==> src/rtl/regstack_pkg.sv <==
package regstack_pkg;
  typedef enum logic [2:0] {
    OP_NOP   = 3'd0,
    OP_PUSH  = 3'd1,
    OP_POP   = 3'd2,
    OP_READ  = 3'd3,
    OP_WRITE = 3'd4,
    OP_XCHG  = 3'd5,
    OP_ARITH = 3'd6,
    OP_IDLE  = 3'd7
  } op_t;

  typedef enum logic [1:0] {
    FN_ADD  = 2'd0,
    FN_SUB  = 2'd1,
    FN_RSUB = 2'd2,
    FN_ADDB = 2'd3
  } fn_t;
endpackage

==> src/rtl/regstack_ptr.sv <==
module regstack_ptr #(
  parameter int PTR_W = 3
) (
  input  logic             clk,
  input  logic             rst,
  input  logic             inc,
  input  logic             dec,
  input  logic [PTR_W-1:0] idx,
  output logic [PTR_W-1:0] top_o,
  output logic [PTR_W-1:0] p0_o,
  output logic [PTR_W-1:0] pi_o,
  output logic [PTR_W-1:0] pm1_o
);
  localparam logic [PTR_W-1:0] ONE = PTR_W'(1);

  logic [PTR_W-1:0] top_q;

  always_ff @(posedge clk) begin
    if (rst) begin
      top_q <= '0;
    end else if (inc && !dec) begin
      top_q <= top_q + ONE;
    end else if (dec && !inc) begin
      top_q <= top_q - ONE;
    end
  end

  always_comb begin
    top_o = top_q;
    p0_o  = top_q;
    pi_o  = top_q + idx;   // offset addressing wraps by width
    pm1_o = top_q - ONE;
  end

  // the pointer moves by at most one slot per operation
  p_top_step_r3: assert property (@(posedge clk) disable iff (rst)
    (top_q != $past(top_q)) |->
      ((top_q == $past(top_q) + ONE) || (top_q == $past(top_q) - ONE)));
endmodule

==> src/rtl/regstack_alu.sv <==
module regstack_alu
  import regstack_pkg::*;
#(
  parameter int DATA_W = 16
) (
  input  logic [DATA_W-1:0] a,
  input  logic [DATA_W-1:0] b,
  input  logic [1:0]        fn,
  output logic [DATA_W-1:0] y
);
  fn_t fn_e;

  always_comb begin
    fn_e = fn_t'(fn);
    case (fn_e)
      FN_SUB:  y = a - b;
      FN_RSUB: y = b - a;
      default: y = a + b;
    endcase
  end
endmodule

==> src/rtl/regstack_file.sv <==
module regstack_file #(
  parameter int DATA_W = 16,
  parameter int PTR_W  = 3
) (
  input  logic              clk,
  input  logic              rst,
  input  logic [PTR_W-1:0]  ra,
  input  logic [PTR_W-1:0]  rb,
  output logic [DATA_W-1:0] rd_a,
  output logic [DATA_W-1:0] rd_b,
  input  logic              we_a,
  input  logic [PTR_W-1:0]  wa,
  input  logic [DATA_W-1:0] wd_a,
  input  logic              we_b,
  input  logic [PTR_W-1:0]  wb,
  input  logic [DATA_W-1:0] wd_b,
  input  logic              clr,
  input  logic [PTR_W-1:0]  ca,
  output logic [(1<<PTR_W)-1:0] tags_o
);
  localparam int DEPTH = 1 << PTR_W;

  logic [DATA_W-1:0] slot_q [DEPTH];
  logic [DEPTH-1:0]  tag_q;

  for (genvar e = 0; e < DEPTH; e++) begin : g_slot
    localparam logic [PTR_W-1:0] ME = PTR_W'(e);

    always_ff @(posedge clk) begin
      if (we_a && wa == ME) begin
        slot_q[e] <= wd_a;
      end else if (we_b && wb == ME) begin
        slot_q[e] <= wd_b;
      end
    end

    always_ff @(posedge clk) begin
      if (rst) begin
        tag_q[e] <= 1'b0;
      end else if (clr && ca == ME) begin
        tag_q[e] <= 1'b0;
      end else if ((we_a && wa == ME) || (we_b && wb == ME)) begin
        tag_q[e] <= 1'b1;
      end
    end
  end

  always_comb begin
    rd_a   = slot_q[ra];
    rd_b   = slot_q[rb];
    tags_o = tag_q;
  end

  // the two write ports never target the same slot
  p_port_clash_r5: assert property (@(posedge clk) disable iff (rst)
    (we_a && we_b) |-> (wa != wb));

  // only an occupied slot is ever freed
  p_clr_valid_r3: assert property (@(posedge clk) disable iff (rst)
    clr |-> tag_q[ca]);
endmodule

==> src/rtl/regstack_top.sv <==
module regstack_top
  import regstack_pkg::*;
#(
  parameter int DATA_W = 16,
  parameter int PTR_W  = 3
) (
  input  logic              clk,
  input  logic              rst,
  input  logic              start,
  input  logic [2:0]        op,
  input  logic [PTR_W-1:0]  idx,
  input  logic [1:0]        fn,
  input  logic              use_mem,
  input  logic              reverse,
  input  logic              pop_after,
  input  logic [DATA_W-1:0] data_in,
  input  logic [DATA_W-1:0] mem_operand,
  output logic              done,
  output logic [DATA_W-1:0] data_out,
  output logic [PTR_W-1:0]  top_ptr,
  output logic              overflow,
  output logic              underflow
);
  localparam int DEPTH = 1 << PTR_W;

  op_t               op_e;
  logic [PTR_W-1:0]  top_w, p0, pi, pm1;
  logic              inc, dec;
  logic [DATA_W-1:0] rd_a, rd_b, b_opnd, alu_y, res;
  logic [DEPTH-1:0]  tags;
  logic              wa_en, wb_en, clr_en;
  logic [PTR_W-1:0]  wa_addr, wb_addr;
  logic [DATA_W-1:0] wa_data, wb_data;
  logic              ovf_n, unf_n;
  logic              done_q, ovf_q, unf_q;
  logic [DATA_W-1:0] dout_q;

  regstack_ptr #(.PTR_W(PTR_W)) u_ptr (
    .clk(clk), .rst(rst), .inc(inc), .dec(dec), .idx(idx),
    .top_o(top_w), .p0_o(p0), .pi_o(pi), .pm1_o(pm1)
  );

  regstack_file #(.DATA_W(DATA_W), .PTR_W(PTR_W)) u_file (
    .clk(clk), .rst(rst),
    .ra(p0), .rb(pi), .rd_a(rd_a), .rd_b(rd_b),
    .we_a(wa_en), .wa(wa_addr), .wd_a(wa_data),
    .we_b(wb_en), .wb(wb_addr), .wd_b(wb_data),
    .clr(clr_en), .ca(p0), .tags_o(tags)
  );

  assign b_opnd = use_mem ? mem_operand : rd_b;

  regstack_alu #(.DATA_W(DATA_W)) u_alu (
    .a(rd_a), .b(b_opnd), .fn(fn), .y(alu_y)
  );

  always_comb begin
    op_e    = op_t'(op);
    wa_en   = 1'b0;
    wa_addr = p0;
    wa_data = data_in;
    wb_en   = 1'b0;
    wb_addr = pi;
    wb_data = rd_a;
    clr_en  = 1'b0;
    inc     = 1'b0;
    dec     = 1'b0;
    res     = '0;
    ovf_n   = 1'b0;
    unf_n   = 1'b0;
    if (start) begin
      case (op_e)
        OP_PUSH: begin
          if (tags[pm1]) begin
            ovf_n = 1'b1;
          end else begin
            wa_en   = 1'b1;
            wa_addr = pm1;
            dec     = 1'b1;
          end
        end
        OP_POP: begin
          if (!tags[p0]) begin
            unf_n = 1'b1;
          end else begin
            res    = rd_a;
            clr_en = 1'b1;
            inc    = 1'b1;
          end
        end
        OP_READ: begin
          if (!tags[pi]) unf_n = 1'b1;
          else           res   = rd_b;
        end
        OP_WRITE: begin
          wa_en   = 1'b1;
          wa_addr = pi;
        end
        OP_XCHG: begin
          if (!tags[p0] || !tags[pi]) begin
            unf_n = 1'b1;
          end else begin
            res = rd_b;
            if (idx != '0) begin
              wa_en   = 1'b1;
              wa_addr = p0;
              wa_data = rd_b;
              wb_en   = 1'b1;
            end
          end
        end
        OP_ARITH: begin
          if (!tags[p0] || (!use_mem && !tags[pi])) begin
            unf_n = 1'b1;
          end else begin
            res     = alu_y;
            wa_en   = 1'b1;
            wa_addr = (reverse && !use_mem) ? pi : p0;
            wa_data = alu_y;
            if (pop_after) begin
              clr_en = 1'b1;
              inc    = 1'b1;
            end
          end
        end
        default: ;
      endcase
    end
  end

  always_ff @(posedge clk) begin
    if (rst) begin
      done_q <= 1'b0;
      ovf_q  <= 1'b0;
      unf_q  <= 1'b0;
      dout_q <= '0;
    end else begin
      done_q <= start;
      ovf_q  <= ovf_n;
      unf_q  <= unf_n;
      if (start) dout_q <= res;
    end
  end

  assign done      = done_q;
  assign data_out  = dout_q;
  assign top_ptr   = top_w;
  assign overflow  = ovf_q;
  assign underflow = unf_q;

  // one done per accepted operation, in the next cycle
  p_done_r11: assert property (@(posedge clk) disable iff (rst)
    start |=> done);
  p_idle_r11: assert property (@(posedge clk) disable iff (rst)
    !start |=> !done);
  // a refused push leaves the pointer where it was
  p_ovf_hold_r9: assert property (@(posedge clk) disable iff (rst)
    overflow |-> (top_ptr == $past(top_ptr)));
  // an underflow leaves the pointer where it was
  p_unf_hold_r10: assert property (@(posedge clk) disable iff (rst)
    underflow |-> (top_ptr == $past(top_ptr)));
  // flags only accompany a completed operation, never together
  p_flag_done_r10: assert property (@(posedge clk) disable iff (rst)
    (overflow || underflow) |-> (done && !(overflow && underflow)));
endmodule

==> config.mk <==
export PLATFORM = sky130hd
export DESIGN_NAME = regstack_top
export DESIGN_NICKNAME = d
export VERILOG_FILES = /design/src/rtl/regstack_pkg.sv /design/src/rtl/regstack_ptr.sv /design/src/rtl/regstack_alu.sv /design/src/rtl/regstack_file.sv /design/src/rtl/regstack_top.sv
export SDC_FILE = /design/constraint.sdc
export NUM_CORES = 1
export LEC_CHECK = 0
export BUFFER_PORTS_ARGS = -buffer_cell sky130_fd_sc_hd__buf_2
export CELL_PAD_IN_SITES_DETAIL_PLACEMENT = 1
export CELL_PAD_IN_SITES_GLOBAL_PLACEMENT = 1
export CORE_UTILIZATION = 38
export DETAILED_ROUTE_END_ITERATION = 8
export PLACE_DENSITY = 0.65
export RECOVER_POWER = 50
export SETUP_SLACK_MARGIN = 0.5
export SKIP_CTS_REPAIR_TIMING = 1
export SYNTH_ARGS = -nofsm -noshare
export SYNTH_HDL_FRONTEND = slang
export SYNTH_SLANG_ARGS = --single-unit
==> constraint.sdc <==
create_clock -name clk -period 6.45 [get_ports clk]
set_input_delay 0.3225 -clock clk [delete_from_list [all_inputs] [get_ports clk]]
set_output_delay 0.3225 -clock clk [all_outputs]
set_load 0.005 [all_outputs]
==> After elaboration in Yosys (flattened, before gate mapping) <==
Memory sizes are Yosys's and may differ from the RTL's. A register that Yosys moved wholly into a read port is not among the register bits.
Cells that the tools add are included.
{ "classes": {"order_cmp": 3, "addsub": 6, "n_eq_ne": 29, "mux": 96, "reduce_logical": 58, "bitwise": 10} }
{ "ops": {"columns": ["operator", "n"], "rows": [
  ["$mux 16", 17],
  ["$pmux 16 s2", 2],
  ["$pmux 16 s4", 1],
  ["$mux 1", 61],
  ["$eq 3x3->1 const B", 15],
  ["$sub 16x16->16", 2],
  ["$logic_and 1x1->1", 28],
  ["$eq 3x2->1 const B", 8],
  ["$mux 3", 8],
  ["$reduce_or 2->1", 9],
  ["$add 16x16->16", 1],
  ["$eq 3x1->1 const B", 4],
  ["$lt 3x4->1 const B", 3],
  ["$logic_or 1x1->1", 10],
  ["$bmux 1 s3", 3],
  ["$logic_not 3->1", 3],
  ["$pmux 3 s3", 1],
  ["$or 1x1->1", 8],
  ["$pmux 1 s4", 2],
  ["$logic_not 1->1", 5],
  ["$add 3x1->3 const B", 1],
  ["$add 3x3->3", 1],
  ["$reduce_bool 3->1", 1],
  ["$reduce_or 3->1", 1],
  ["other kinds (6)", 7]
]} }
{ "word_totals": {"elab_cells": 216, "regBits": 30, "in_bits": 46, "ramBits": 128, "memories": 1} }
{ "memory_table": {"columns": ["memory", "depth", "word_bits", "read_ports", "rd_clocked_by_memory_dff", "wr", "line", "text"], "rows": [
  ["u_file.slot_q", 8, 16, 2, 1, 8, "regstack_file.sv:23", "logic [DATA_W-1:0] slot_q [DEPTH];"]
]} }

==> Longest topological paths before layout <==
Gate-level depths: netlist of run 1.
{ "depth": {"word_depth": 15, "mapped_depth": 22, "ltp_nobuf": 20} }

==> By module <==
A second synthesis of run 1 with hierarchy kept.
{ "hier_totals": {"hier_cells": 1054, "hier_area_um2": 12192.9} }
{ "by_module_without_submodules": {"columns": ["mod", "seq_area_each_um2", "n_inst", "area_per_inst_um2", "cells_per_inst"], "rows": [
  ["regstack_file", 4003.8, 1, 7892.6, 448],
  ["regstack_top", 380.4, 1, 2050.7, 283],
  ["regstack_alu", 0.0, 1, 1983.2, 293],
  ["regstack_ptr", 60.1, 1, 266.5, 30]
]} }

==> Least setup slack after synthesis of run 1 <==
Ideal clock, no wire load.
{ "synth_path": {"path_type": "reg2reg", "startpoint": "reg u_ptr.top_q[0] (netlist: u_ptr.p0_o[0])", "endpoint": "mem u_file.slot_q[0][12] (data pin)", "setup_slack_ns": 0.548, "t_arrival_ns": 5.611, "stages_incl_launch_ff": 21, "required_time_ns": 6.159, "period_less_slack_ns": 5.902, "setup_ns": 0.291, "path_cell_list": "dfxtp_1 -> ha_1 -> clkbuf_1 -> buf_1 -> buf_2 -> mux4_2 -> nand2_1 -> nand2_1 -> mux2i_1 -> ha_1 -> inv_1 -> fa_1 -> a21o_1 -> a21oi_1 -> o21ai_0 -> a2111oi_0 -> o21ai_0 -> or3b_2 -> o31ai_1 -> a222oi_1 -> mux2i_1"} }
{ "synth_lines": {"columns": ["element", "line", "text"], "rows": [
  ["start: declaration", "regstack_ptr.sv:16", "logic [PTR_W-1:0] top_q;"],
  ["start signal: assignment", "regstack_ptr.sv:22", "top_q <= top_q + ONE;"],
  ["start signal: assignment", "regstack_ptr.sv:24", "top_q <= top_q - ONE;"],
  ["end: declaration", "regstack_file.sv:23", null]
]} }

==> results of run 1 <==
-- metal layers --
metal	vias to the layer above	track usage (%)	part of all wire [%]
met5	-	0	0.017
li1	4653	-	-
met4	2	11.2	3.6
met3	79	3.89	5.7
met1	5344	38.1	42
met2	407	48.0	48
-- power by group through the flow --
stage	clock, uW	sequential, uW	combinational (uW)
6_report	1050	1150	858
3_3_place_gp	0	1170	826
4_1_cts	1070	1150	843
2_1_floorplan	0	1160	581
5_1_grt	1100	1150	928
3_5_place_dp	0	1170	837
-- tightest hold or removal path: stages --
cell and delay (ns):
buf_2 0.17, a21oi_1 0.14, nor3_1 0.06
-- state kept, by name, summed over array words and instances, names as in the netlist, named ones only --
signal and cells:
done 1, data_out 16, u_file.slot_q 128, u_ptr.p0_o 3, u_file.tags_o 8, underflow 1
overflow 1
-- synthesized netlist by cell type, types with 6 or more instances --
| cell | number |
|---|---|
| edfxtp_1 | 128 |
| a21oi_1 | 113 |
| mux2i_1 | 113 |
| nor2_1 | 113 |
| nand2_1 | 110 |
| mux4_2 | 66 |
| o21ai_0 | 45 |
| inv_1 | 43 |
| ha_1 | 40 |
| clkbuf_1 | 34 |
| dfxtp_1 | 33 |
| xnor2_1 | 25 |
| o21a_1 | 19 |
| nor3_1 | 18 |
| o211ai_1 | 16 |
| buf_2 | 14 |
| mux2_2 | 13 |
| nor2b_1 | 13 |
| nand2b_1 | 9 |
| nand3_1 | 9 |
| o22ai_1 | 9 |
| o31ai_1 | 9 |
| buf_6 | 8 |
| xor2_1 | 8 |
| a211oi_1 | 7 |
| a31oi_1 | 7 |
| and3_1 | 6 |
| nand4_1 | 6 |
| o21bai_1 | 6 |
| or3_1 | 6 |
-- per-stage QoR --
stage / setup WS, ns / util, % / std cells / cell area (um^2)
after global routing: 0.301 / 43.9 / 1676 / 13900
final: 0.583 / 43.9 / 1676 / 13900
after CTS: 0.425 / 44.0 / 1666 / 13900
after floorplan: 0.548 / - / 1165 / 12200
after global placement: 0.533 / 42.1 / 1634 / 13300
after detailed placement: 0.443 / 42.1 / 1634 / 13300
-- cell type report --
class,count,area share (%)
flip-flops and latches,161,32.5
inverters,45,1.22
clock buffers,22,3.66
well taps,402,3.62
repair buffers,141,6.06
multi-input cells,895,52.3
clock inverters,10,0.640
-- how the worst max path moves through the flow --
stage	start	end	slack, ns	cells past startpoint
6_report	u_ptr.p0_o[0]	u_file.slot_q[1][8]	0.58	13
5_1_grt	u_ptr.p0_o[0]	u_file.slot_q[6][12]	0.30	12
4_1_cts	flop	u_file.slot_q[6][12]	0.43	18
3_5_place_dp	idx[0]	u_file.slot_q[6][12]	0.44	21
3_3_place_gp	idx[0]	u_file.slot_q[6][12]	0.53	21
2_1_floorplan	u_ptr.p0_o[0]	u_file.slot_q[0][12]	0.55	20
-- kinds of logic (layout without fill, tap and decap cells) --
logic type	count (synthesis)	after routing	share of synthesized area, %
multiplexers	199	199	23.5
buffers and inverters	109	218	4.07
AND/OR/NAND/NOR	320	320	12.1
AO/OA/AOI/OAI	299	299	16.4
adder cells (fa/ha/maj)	43	43	4.58
flip-flops	161	161	36.8
XOR/XNOR	34	34	2.56
==> results.json, run 1 <==
{
  "grt_start_max_net_pins": 34,
  "num_antenna_cells": 0,
  "final_common_cell": "edfxtp_1",
  "worstHoldStart": "op[1]",
  "fmax_ghz": 0.170,
  "ff2ff_setup_slack_ns": 0.58,
  "rr_worst_depth": 13,
  "power_frac_comb_pct": 28.1,
  "multiInputGateArea_um2": 7260,
  "area_delta_synth_final_pct": 13.4,
  "p_leak_uw": 0.00503,
  "seq_area_um2": 4510,
  "path_clk_slew_ns": 0.07,
  "worst-path-buf-inv": 3,
  "netlist.top_cell.by_area": "edfxtp_1",
  "synth_top_area_share_pct": 31.4,
  "grt_pass1_wl_um": 69200,
  "port_buffers": 67,
  "failed_checks": "capacitance limit, slew limit",
  "slew_headroom_pct": -34.5,
  "numCtsBuffers": 17,
  "wl_um": 46700,
  "final_nets": 1350,
  "cellPowerDensity_nw_per_um2": 220,
  "netlist_area_um2": 12200,
  "tns_ns": 0,
  "synth-edff-count": 128,
  "dp_hpwl_um": 34100,
  "power_uw": 3060,
  "drv_slew": 109,
  "ys_ff_latch": 161,
  "routedWlPerCell_um": 27.9,
  "yosysWarnings": 0,
  "power.clock.fraction_pct": 34.4,
  "whs_path_depth": 3,
  "antenna_found_initial": 2,
  "clock_sinks": 161,
  "grt_pass1_vias": 10600,
  "cts_tree": "built",
  "die_width_um": 181,
  "yosys_most_used_dff": "edfxtp_1",
  "status": "finished with violations",
  "io_pins": 68,
  "sw_frac_of_total_pct": 33.2,
  "dr_total_vias": 10500,
  "avgViaCountPerCell": 6.26,
  "die_h_um": 181,
  "synthArstFlopShare_pct": 0,
  "cp_max_fo": 14,
  "seq_power_share_pct": 37.5,
  "p_sw_uw": 1010,
  "cts_buffer_depth": 2,
  "clock-root-buffer": "clkbuf_16",
  "ir_drop_mv": 0.144,
  "drive_gt1_share_pct": 20.3,
  "slowest_delay_ns": 1.59,
  "core-area_um2": 31600,
  "htree_levels": 4,
  "critical_path_class": "flop to flop",
  "seq_area_frac_synth_pct": 36.8,
  "grt_use_total_pct": 28.8,
  "drtPass1Iterations": 5,
  "p_int_uw": 2040,
  "crit_required_ns": 6.75,
  "routabilityCongestion": 0.932,
  "crit_top_cell": "a21oi_1",
  "antenna_left": 0,
  "synth_nets": 1254,
  "ys_types": 93,
  "fin_skew_ns": 0.0107,
  "rows": 65,
  "slowest_stage": "o21ai_1",
  "drv_cap": 7,
  "cp.arrival_ns": 6.16,
  "hold_violations": 0,
  "rsz0062_at_grt": "no",
  "drt_iter0_markers": 1027,
  "dieArea_um2": 32900,
  "hold-worst-slack_ns": 0.291,
  "syn_avg_cell_area_um2": 10.5,
  "timing.rr.end": "u_file.slot_q[1][8]",
  "start_util_pct": 38.7,
  "synth_cells": 1165,
  "period_needed_ns": 5.87,
  "synthTopCellsByArea": "edfxtp_1, mux4_2, mux2i_1",
  "period_share_pct": 91.0,
  "grt_overflow": 0,
  "crit_family": "compound AO/OA/AOI/OAI gates",
  "critPathLaunchType": "flop",
  "worst_pin_slew_ns": 2.00,
  "drc_errors": 0,
  "crit_chain": "clkbuf_1, inv_1, ha_1, mux4_2, mux2_1, a21oi_1, o221ai_1, a311o_1, o21bai_1, o21ai_1, buf_4, nor2_1, a21oi_1",
  "r2r-start": "u_ptr.p0_o[0]",
  "clk_latency_ns": 0.45,
  "final_cell_mix": "edfxtp_1, nor2_1, a21oi_1, mux2i_1, nand2_1",
  "setup_viol": 0,
  "fill_cells": 3545,
  "min_path_type": "input port to flop",
  "whs_endpoint": "underflow",
  "worstSetupEndpointType": "flop"
}
Note: power is estimated with default switching activity, not from simulation.
==> inputs of run 2 (changes only) <==
--- a/config.mk
+++ b/config.mk
@@ -8,12 +8,13 @@
 export BUFFER_PORTS_ARGS = -buffer_cell sky130_fd_sc_hd__buf_2
 export CELL_PAD_IN_SITES_DETAIL_PLACEMENT = 1
 export CELL_PAD_IN_SITES_GLOBAL_PLACEMENT = 1
-export CORE_UTILIZATION = 38
+export CORE_UTILIZATION = 40
 export DETAILED_ROUTE_END_ITERATION = 8
-export PLACE_DENSITY = 0.65
+export PLACE_DENSITY = 0.67
 export RECOVER_POWER = 50
 export SETUP_SLACK_MARGIN = 0.5
 export SKIP_CTS_REPAIR_TIMING = 1
+export SLEW_MARGIN = 20
 export SYNTH_ARGS = -nofsm -noshare
 export SYNTH_HDL_FRONTEND = slang
 export SYNTH_SLANG_ARGS = --single-unit
==> run 2 against run 1 <==
Compared with the run above: the flow still finishes with violations (capacitance limit, slew limit); hold slack worse by 0.0033 ns; combinational power is 0.8% lower; maximum frequency is 0.10% lower; non-clock buffer count decreased by 17; power fell by 1.0%; first-iteration DRC count down 25%; global-route usage up 1.2 points; largest power group unchanged; clock skew grew 0.0018 ns; flip-flop and latch count did not move; design area shrank 1.3%; via count about the same.
==> results.json, run 2 (same netlist as run 1, synthesis figures left out) <==
{
  "status": "finished with violations",
  "failed_checks": "capacitance limit, slew limit",
  "core-area_um2": 29900,
  "worstSetupEndpointType": "flop",
  "critical_path_class": "flop to flop",
  "met3_usage_pct": 4.70,
  "rsz0062_at_grt": "no",
  "ir_drop_mv": 0.204,
  "fill_cells": 3305,
  "final_common_cell": "edfxtp_1",
  "drtPass1Iterations": 5,
  "drt_iter0_markers": 767,
  "grt_pass1_wl_um": 68400,
  "whs_endpoint": "underflow",
  "pre_cts_ws_ns": 0.621,
  "clk_latency_ns": 0.46,
  "met2_usage_pct": 49.2,
  "regMostFlops": "u_file.slot_q",
  "cts_buffer_depth": 2,
  "routedWlPerCell_um": 27.7,
  "dp_hpwl_um": 33500,
  "wl_um": 45500,
  "cellPowerDensity_nw_per_um2": 221,
  "setup_viol": 0,
  "tns_ns": 0,
  "whs_path_depth": 3,
  "grt_overflow": 0,
  "num_antenna_cells": 0,
  "critPathLaunchType": "flop",
  "rows": 63,
  "die_h_um": 177,
  "layout_setup_ws_ns": 0.576,
  "dieArea_um2": 31300,
  "io_pins": 68,
  "period_needed_ns": 5.87,
  "path_clk_slew_ns": 0.07,
  "final_cell_area_um2": 13700,
  "numCtsBuffers": 17,
  "final_nets": 1333,
  "start_util_pct": 41.0,
  "avgViaCountPerCell": 6.37,
  "cts_tree": "built",
  "drc_errors": 0,
  "largest_reg_flops": 128,
  "area_delta_synth_final_pct": 12.0,
  "cp.arrival_ns": 5.96,
  "fmax_ghz": 0.170,
  "routabilityCongestion": 0.919,
  "worstHoldStart": "op[1]",
  "r2r-start": "u_ptr.p0_o[1]",
  "busiest_layer": "met2",
  "die_width_um": 177,
  "antenna_left": 0,
  "clock-root-buffer": "clkbuf_16",
  "power_uw": 3020,
  "hold_violations": 0,
  "final_cell_mix": "edfxtp_1, nor2_1, a21oi_1, mux2i_1, nand2_1",
  "min_path_type": "input port to flop",
  "rr_worst_depth": 11,
  "clock_sinks": 161,
  "met1_usage_pct": 40.3,
  "grt_start_max_net_pins": 29,
  "grt_pass1_vias": 10600,
  "drive_gt1_share_pct": 19.5,
  "p_leak_uw": 0.00492,
  "fin_skew_ns": 0.0124,
  "placed_cell_area_um2": 13200,
  "drv_slew": 17,
  "timing.rr.end": "u_file.slot_q[0][11]",
  "dr_total_vias": 10500,
  "worst_pin_slew_ns": 1.71,
  "htree_levels": 4,
  "crit_required_ns": 6.54,
  "ff2ff_setup_slack_ns": 0.58,
  "drv_cap": 2,
  "cp_max_fo": 14,
  "period_share_pct": 91.1,
  "slew_headroom_pct": -13.7,
  "antenna_found_initial": 0,
  "grt_use_total_pct": 30.1,
  "port_buffers": 67
}
==> run 2: cell count changes in the layout (fill, tap and decap cells not counted), sizes merged <==
cell / delta
clkinvlp: +1
buf: -11
clkbuf: -11
bufinv: +1
inv: -1
clkinv: +3
==> run 2: critical path: stages, from the launching register on <==
cell	delay [ns]
dfxtp_1	0.31
buf_4	0.17
inv_1	0.13
fa_1	0.43
xnor3_1	0.63
buf_4	0.39
mux2_1	0.38
o311a_1	0.50
and3_1	0.59
nand2_1	0.32
o32ai_2	0.98
clkbuf_1	0.67
==> run 2: worst max-delay path by stage <==
| stage | startpoint | end | slack [ns] | cells past startpoint |
|---|---|---|---|---|
| final | u_ptr.p0_o[1] | u_file.slot_q[0][11] | 0.58 | 11 |
| after global routing | u_ptr.p0_o[1] | u_file.slot_q[3][2] | 0.40 | 12 |
| after CTS | u_ptr.p0_o[1] | u_file.slot_q[6][8] | 0.60 | 19 |
| after detailed placement | idx[0] | u_file.slot_q[2][8] | 0.62 | 20 |
| after global placement | idx[0] | u_file.slot_q[5][11] | 0.80 | 19 |
| after floorplan | u_ptr.p0_o[0] | u_file.slot_q[0][12] | 0.55 | 20 |
==> run 2: report_power, final <==
group / internal (uW) / switching [uW] / total (uW)
registers: 1130 / 11.5 / 1150
logic: 325 / 525 / 851
clock network: 536 / 491 / 1030
total: 2000 / 1030 / 3020
==> run 2: cell type report <==
| class | count | area [um^2] | share of cell area, % |
|---|---|---|---|
| Inverter | 45 | 169 | 1.23 |
| Timing Repair Buffer | 124 | 736 | 5.37 |
| Sequential cell | 161 | 4510 | 32.9 |
| Tap cell | 390 | 488 | 3.56 |
| Clock inverter | 14 | 134 | 0.977 |
| Clock buffer | 17 | 425 | 3.10 |
| Multi-Input combinational cell | 895 | 7240 | 52.8 |
==> run 2: stage by stage <==
stage,std cells,utilization [%],hold WS (ns)
final,1646,45.9,0.288
after global routing,1646,45.9,0.288
after CTS,1642,46.1,0.273
after detailed placement,1611,44.3,0.452
after global placement,1610,44.2,0.451
after floorplan,1165,-,0.458
==> run 2: per-layer routing <==
metal | part of all wire, % | vias up
met5 | 0 | -
met1 | 44 | 5380
met3 | 6.2 | 65
met4 | 3.1 | 0
li1 | - | 4622
met2 | 47 | 416
